<file path="src/rtl/dsc_pkg.sv">
// Shared types for the dual-slope conversion sequencer.
package dsc_pkg;
    typedef enum logic [1:0] {
        ST_IDLE  = 2'd0,
        ST_ARM   = 2'd1,
        ST_RUNUP = 2'd2,
        ST_RUNDN = 2'd3
    } dsc_state_e;
endpackage

</file>
<file path="src/rtl/dsc_clock_counter.sv">
// Clock counter shared by run-up and run-down.
// Assumes: clear has priority over enable; at_max flags the all-ones value.
module dsc_clock_counter #(
    parameter int N = 8
) (
    input  logic         clk,
    input  logic         rst_n,
    input  logic         clear,
    input  logic         enable,
    output logic [N-1:0] count,
    output logic         at_max
);
    localparam logic [N-1:0] CNT_MAX = '1;

    // Count held clocks, restarting from zero on clear.
    always_ff @(posedge clk) begin
        if (!rst_n)
            count <= '0;
        else if (clear)
            count <= '0;
        else if (enable)
            count <= count + 1'b1;
    end

    // Terminal value of the window.
    assign at_max = (count == CNT_MAX);
endmodule

</file>
<file path="src/rtl/dsc_phase_ctrl.sv">
// Phase sequencer: idle -> arm -> run-up -> run-down -> idle.
// Assumes: the counter reads zero on the first clock of each timed phase.
// It requests a result capture on a comparator trip or on run-down timeout.
module dsc_phase_ctrl
    import dsc_pkg::*;
(
    input  logic       clk,
    input  logic       rst_n,
    input  logic       start,
    input  logic       cmp_trip,
    input  logic       at_max,
    output dsc_state_e state,
    output logic       cnt_clr,
    output logic       cnt_en,
    output logic       capture,
    output logic       capture_ovr
);
    dsc_state_e state_nx;

    // Next-state and counter control decode.
    always_comb begin
        state_nx    = state;
        cnt_clr     = 1'b0;
        cnt_en      = 1'b0;
        capture     = 1'b0;
        capture_ovr = 1'b0;
        unique case (state)
            ST_IDLE: begin
                cnt_clr = 1'b1;
                if (start) state_nx = ST_ARM;
            end
            ST_ARM: begin
                cnt_clr  = 1'b1;
                state_nx = ST_RUNUP;
            end
            ST_RUNUP: begin
                if (at_max) begin
                    cnt_clr  = 1'b1;
                    state_nx = ST_RUNDN;
                end else begin
                    cnt_en = 1'b1;
                end
            end
            ST_RUNDN: begin
                if (cmp_trip) begin
                    capture  = 1'b1;
                    state_nx = ST_IDLE;
                end else if (at_max) begin
                    capture     = 1'b1;
                    capture_ovr = 1'b1;
                    state_nx    = ST_IDLE;
                end else begin
                    cnt_en = 1'b1;
                end
            end
            default: state_nx = ST_IDLE;
        endcase
    end

    // Phase register.
    always_ff @(posedge clk) begin
        if (!rst_n)
            state <= ST_IDLE;
        else
            state <= state_nx;
    end
endmodule

</file>
<file path="src/rtl/dsc_result_reg.sv">
// Result latch: stores the run-down count, or all ones with the overrange flag.
// Assumes: capture is a single-clock request from the sequencer.
module dsc_result_reg #(
    parameter int N = 8
) (
    input  logic         clk,
    input  logic         rst_n,
    input  logic         capture,
    input  logic         capture_ovr,
    input  logic [N-1:0] count,
    output logic [N-1:0] result,
    output logic         overrange,
    output logic         done
);
    // Latch the result and flag on capture.
    always_ff @(posedge clk) begin
        if (!rst_n) begin
            result    <= '0;
            overrange <= 1'b0;
        end else if (capture) begin
            result    <= capture_ovr ? '1 : count;
            overrange <= capture_ovr;
        end
    end

    // One-clock completion strobe aligned with the result update.
    always_ff @(posedge clk) begin
        if (!rst_n)
            done <= 1'b0;
        else
            done <= capture;
    end
endmodule

</file>
<file path="src/rtl/dual_slope_seq.sv">
// Top of the dual-slope conversion sequencer.
// Assumes: the comparator output is synchronous to clk and is 1 once the
// integrator has returned to or passed its starting level.
// Switch and reset controls decode directly from the phase.
module dual_slope_seq
    import dsc_pkg::*;
#(
    parameter int N = 8
) (
    input  logic         clk,
    input  logic         rst_n,
    input  logic         start,
    input  logic         cmp_trip,
    output logic         integ_rst,
    output logic         conn_in,
    output logic         conn_ref,
    output logic         busy,
    output logic         done,
    output logic         overrange,
    output logic [N-1:0] result
);
    dsc_state_e   state;
    logic         cnt_clr;
    logic         cnt_en;
    logic         capture;
    logic         capture_ovr;
    logic [N-1:0] count;
    logic         at_max;

    dsc_phase_ctrl u_ctrl (
        .clk         (clk),
        .rst_n       (rst_n),
        .start       (start),
        .cmp_trip    (cmp_trip),
        .at_max      (at_max),
        .state       (state),
        .cnt_clr     (cnt_clr),
        .cnt_en      (cnt_en),
        .capture     (capture),
        .capture_ovr (capture_ovr)
    );

    dsc_clock_counter #(.N(N)) u_cnt (
        .clk    (clk),
        .rst_n  (rst_n),
        .clear  (cnt_clr),
        .enable (cnt_en),
        .count  (count),
        .at_max (at_max)
    );

    dsc_result_reg #(.N(N)) u_res (
        .clk         (clk),
        .rst_n       (rst_n),
        .capture     (capture),
        .capture_ovr (capture_ovr),
        .count       (count),
        .result      (result),
        .overrange   (overrange),
        .done        (done)
    );

    // Analog control outputs decoded from the phase.
    always_comb begin
        integ_rst = (state == ST_IDLE);
        conn_in   = (state == ST_RUNUP);
        conn_ref  = (state == ST_RUNDN);
        busy      = (state != ST_IDLE);
    end
endmodule

</file>
<file path="config.mk">
export PLATFORM = sky130hd
export DESIGN_NAME = dual_slope_seq
export DESIGN_NICKNAME = d
export VERILOG_FILES = /design/src/rtl/dsc_pkg.sv /design/src/rtl/dsc_clock_counter.sv /design/src/rtl/dsc_phase_ctrl.sv /design/src/rtl/dsc_result_reg.sv /design/src/rtl/dual_slope_seq.sv
export SDC_FILE = /design/constraint.sdc
export NUM_CORES = 1
export LEC_CHECK = 0
export ABC_AREA = 1
export CAP_MARGIN = 10
export CORE_AREA = 2 2 43 64
export CTS_CLUSTER_DIAMETER = 30
export CTS_CLUSTER_SIZE = 20
export DETAILED_ROUTE_END_ITERATION = 8
export DIE_AREA = 0 0 45 66
export GPL_TIMING_DRIVEN = 0
export PLACE_DENSITY_LB_ADDON = 0.25
export SYNTH_ARGS = -nofsm -noshare
export SYNTH_HDL_FRONTEND = slang
export SYNTH_SLANG_ARGS = --single-unit
export TNS_END_PERCENT = 100
</file>
<file path="constraint.sdc">
create_clock -name clk -period 1.5 [get_ports clk]
set_clock_uncertainty 0.15 [all_clocks]
set_input_delay 0.15 -clock clk [delete_from_list [all_inputs] [get_ports clk]]
set_output_delay 0.15 -clock clk [all_outputs]
set_load 0.02 [all_outputs]
</file>
Word-level counts from Yosys, hierarchy flattened
Cells that the tools add are included.
{ "word_totals": {"reg_bits": 20, "output_inout_bits": 14, "word_cells": 34, "in_bits": 4} }
{ "classes": {"muxes": 15, "addsub": 1, "reduce_logical": 5, "eq_ne": 7, "n_bitwise": 1} }
{ "ops": {"columns": ["op", "count"], "rows": [
  ["8-bit by 1-bit adder with 8-bit output (second input constant)", 1],
  ["8-bit equality test (second input constant)", 1],
  ["2-bit two-way mux", 4],
  ["8-bit two-way mux", 1],
  ["2-bit case mux with 4 select lines", 1],
  ["1-bit two-way mux", 7],
  ["2-bit equality test (second input constant)", 2],
  ["1-bit case mux with 2 select lines", 2],
  ["2-bit OR reduction", 2],
  ["3-bit by 2-bit != test with 1-bit output (second input constant)", 1],
  ["3-bit AND reduction", 1],
  ["2-bit by 1-bit equality test with 1-bit output (second input constant)", 1],
  ["2-bit logical NOT", 1],
  ["2-bit by 1-bit != test with 1-bit output (second input constant)", 1],
  ["2-bit != test (second input constant)", 1],
  ["2-bit nonzero test", 1],
  ["1-bit inverter", 1]
]} }

Depth between registers and ports, before layout
{ "depth": {"ltp_word": 5, "ltp_mapped": 10} }

By module
A second synthesis with hierarchy kept.
{ "hier_totals": {"cells_unflattened": 152, "hier_area_um2": 1067.3} }
{ "by_module_without_submodules": {"columns": ["module", "cells_each", "n_inst", "area_each_um2"], "rows": [
  ["dsc_clock_counter", 52, 1, 407.9],
  ["dsc_result_reg", 58, 1, 406.6],
  ["dsc_phase_ctrl", 35, 1, 226.5],
  ["dual_slope_seq", 7, 1, 26.3]
]} }

Worst setup path after synthesis
No wires, ideal clock.
{ "synth_path": {"path_kind": "register to register", "startpoint": "register u_ctrl.state[0]", "endpoint": "register u_ctrl.state[1]", "path_buffers": 0, "arrival_time_ns": 1.394, "path_stages_with_launch": 8, "period_less_slack_ns": 1.615, "path_slack_ns": -0.115, "t_required_ns": 1.280, "setup_time_ns": 0.070, "path_cell_list": "dfxtp_1 > inv_1 > ha_1 > inv_1 > or2_2 > nand2_1 > nand2_1 > a21oi_1"} }
{ "synth_between": {"elab_chain_cells": 3} }
{ "synth_rtl": {"columns": ["element", "line", "text"], "rows": [
  ["from (decl)", "dsc_phase_ctrl.sv:12", "output dsc_state_e state,"],
  ["from (signal assigned)", "dsc_phase_ctrl.sv:65", "state <= state_nx;"],
  ["2-bit logical NOT *", null, null],
  ["net integ_rst", "dual_slope_seq.sv:14", "output logic integ_rst,"],
  ["2-bit != test (no source line)", null, null],
  ["3-bit AND reduction (no source line)", null, null]
]} }
Mark *: on every way through the listed nets, which the timed path passes. The rest lies on a longest branch.
A chain may end at the register's enable or synchronous reset.

Worst setup path after layout
{ "layout_path": {"startpoint": "register u_ctrl.state[1]", "endpoint": "register u_cnt.count[5]"} }
{ "layout_between": {"elab_chain_cells": 4} }
{ "layout_rtl": {"columns": ["element", "line", "text"], "rows": [
  ["2-bit by 1-bit equality test with 1-bit output or 2-bit logical NOT (tied branches)", "dsc_phase_ctrl.sv:27", "unique case (state)"],
  ["2-bit OR reduction (no source line)", null, null],
  ["1-bit case mux with 2 select lines", "dsc_phase_ctrl.sv:27", null],
  ["2-bit OR reduction (no source line)", null, null],
  ["to (signal assigned)", "dsc_clock_counter.sv:22", "count <= count + 1'b1;"],
  ["to (decl)", "dsc_clock_counter.sv:10", "output logic [N-1:0] count,"]
]} }
Several ways; a longest one is shown, not always the timed one.

==> results.sh <==
export IMPL_grt_pass1_wl_microns=4220
export IMPL_routed_via_density=5.11
export IMPL_avgSynthCellArea_sq_um=6.97
export IMPL_htree_num_levels=1
export IMPL_finalSetupViolCount=1
export IMPL_ys_top_cells_by_area="dfxtp_1 (38%), nand2_1 (14%), inv_1 (8.8%)"
export IMPL_max_freq_mhz=643
export IMPL_drv_cap=0
export IMPL_cp_arrival_ps=1650
export IMPL_synth_warnings=0
export IMPL_violations="negative setup slack"
export IMPL_critPathSlowestCell="dfxtp_4"
export IMPL_die_w_microns=45
export IMPL_finalPower_w=0.00204
export IMPL_seq_area_frac_synth=0.376
export IMPL_wl_microns=2780
export IMPL_final_area_sq_um=1570
export IMPL_status="complete, but fails checks"
export IMPL_ant_nets=0
export IMPL_grt_pass1_vias=1037
export IMPL_die_area_sq_um=2970
export IMPL_core_area_sq_um=2420
export IMPL_max_vdd_ir_drop_uv=1180
export IMPL_worst_pin_slew_ps=398
export IMPL_synth_xor_area_share=0.00822
export IMPL_critPathKind="flop to flop"
export IMPL_hold_ws_ps=319
export IMPL_path_buf_inv=3
export IMPL_cts_tree="done"
export IMPL_final_layout_size_suffix_gt1_frac=0.321
export IMPL_drv_slew=0
export IMPL_synth_cells=153
export IMPL_layout_nets=197
export IMPL_powerDensity_nw_per_um2=1310
export IMPL_antenna_found_initial=0
export IMPL_final_cell_mix="nand2_1 (34), inv_1 (21), nor2_1 (13), dfxtp_1 (13), dlygate4sd2_1 (10)"
export IMPL_yosys_area_share_adder=0.0587
export IMPL_min_path_type="flop to flop"
export IMPL_synth_top_family_by_area="simple AND/OR/NAND/NOR gates"
export IMPL_io_pins=18
export IMPL_syn_nets=162
export IMPL_synth_top_area_share=0.376
export IMPL_period_needed_ps=1560
export IMPL_hold_viol=0
export IMPL_ys_ff_latch=20
export IMPL_wire_per_inst_microns=13.2
export IMPL_root_buffer="clkbuf_4"
export IMPL_place_gp_congestion=0.806
export IMPL_clk_pin_slew_ps=120
export IMPL_rsz0062_at_grt="yes"
export IMPL_area_delta_synth_final_pct=46.8
export IMPL_synth_area_sq_um=1070
export IMPL_drcViolationCount=0
export IMPL_crit_top_cell="nand2_1"
export IMPL_track_usage=0.187
export IMPL_initial_core_util=0.440
export IMPL_final_common_cell="nand2_1"
export IMPL_synth_cell_types=22
export IMPL_end_kind="flop"
export IMPL_insertion_delay_ps=310
export IMPL_synthSimpleGateAreaFrac=0.336
export IMPL_p_leak_nw=0.797
export IMPL_required_ps=1600
export IMPL_place_hpwl_microns=1760
export IMPL_worst_path_largest_cell_delay_ps=400
export IMPL_synth_compound_area_share=0.109
export IMPL_first_pass_iters=4
export IMPL_die_h_microns=66
export IMPL_io_buffer_count=17
export IMPL_numCtsBuffers=3
export IMPL_drtIter0Drc=34
export IMPL_start_kind="flop"
export IMPL_cp_top_family="flip-flops"
export IMPL_synth_area_leader_cell="dfxtp_1"
export IMPL_grt_max_degree=13
export IMPL_grt_ovfl_total=0
export IMPL_crit_chain="ha_4 -> inv_4 -> o21ai_4 -> buf_12 -> buf_6 -> nand3_1 -> nand2_1 -> nand2_1 -> nor2_1"
export IMPL_via_count=1078
export IMPL_antenna_cells=0
export IMPL_cts_buffer_depth=2
export IMPL_num_rows=22
export IMPL_setup_ws_ps=-55.2
export IMPL_synthMuxAreaShare=0
export IMPL_max_slew_margin=0.734
export IMPL_place_area_sq_um=1280
export IMPL_post_route_period_util=1.04
export IMPL_cts_sinks=20
export IMPL_crit_fanout=5
==> layer usage <==
metal,vias up,part of all wire,global-route usage
met2,24,0.58,0.341
li1,544,-,-
met4,0,0.020,0.0919
met1,502,0.38,0.204
met3,8,0.029,0.0164
met5,-,0,0
==> power by group <==
part / leakage, nW / internal, W / switching (W) / total [W]
logic: 0.603 / 0.000403 / 0.000545 / 0.000948
clock network: 0.0279 / 0.000270 / 0.000176 / 0.000446
registers: 0.166 / 0.000592 / 0.0000568 / 0.000649
==> worst paths after layout <==
kind / endpoint / start / slack (ps) / depth (start not counted)
setup reg to reg: u_cnt.count[5] / u_ctrl.state[1] / -60 / 9
hold reg to reg: u_res.overrange / u_res.overrange / 320 / 2
hold / removal: u_res.overrange / u_res.overrange / 320 / 2
setup / recovery: u_cnt.count[5] / u_ctrl.state[1] / -60 / 9
==> cell families after synthesis <==
logic type	after synthesis
AO/OA/AOI/OAI	20
XOR/XNOR	1
adder cells (fa/ha/maj)	5
buffers and inverters	30
flip-flops	20
AND/OR/NAND/NOR	77
==> registers in the layout (all words and copies together) (netlist names) <==
name,count
u_res.done,1
u_res.overrange,1
u_res.result,8
u_ctrl.state,2
u_cnt.count,8
==> layout make-up <==
| cell class | instances | area [sq um] |
|---|---|---|
| Multi-Input combinational cell | 105 | 684 |
| Buffer | 2 | 15.0 |
| Inverter | 28 | 115 |
| Clock buffer | 3 | 22.5 |
| Timing Repair Buffer | 28 | 249 |
| Tap cell | 24 | 30.0 |
| Clock inverter | 1 | 30.0 |
| Fill cell | 212 | 857 |
| Sequential cell | 20 | 419 |
==> worst reg2reg max path, cell delays in order (launching register included) <==
cell and delay, ps:
dfxtp_4 400, ha_4 190, inv_4 50, o21ai_4 140
buf_12 140, buf_6 110, nand3_1 70, nand2_1 70
nand2_1 60, nor2_1 120
==> metrics by stage <==
step	setup slack (ps)	TNS (ps)	instances	util
2_1_floorplan	-19.1	-19.1	153	-
3_5_place_dp	-202	-3310	194	0.530
4_1_cts	-0.168	-0.168	202	0.580
6_report	-55.2	-55.2	211	0.646
5_1_grt	-108	-521	211	0.646
3_3_place_gp	-177	-2580	194	0.530
==> synth_stat cells (all sizes together) <==
master  count
nand2      44
a21oi       9
a211oi      1
nor2       17
buf         1
nand4       3
clkbuf      1
nand3      12
ha          5
dfxtp      20
xnor2       1
inv        28
o21ai       9
o21bai      1
or2         1
==> timing repair <==
item	CTS	global route
gates cloned	0	2
setup endpoints to repair	33	20
gates resized for setup	42	28
pin swaps	1	17
hold buffers	0	0
setup buffers	4	7
Note: power is estimated with default switching activity, not from simulation.
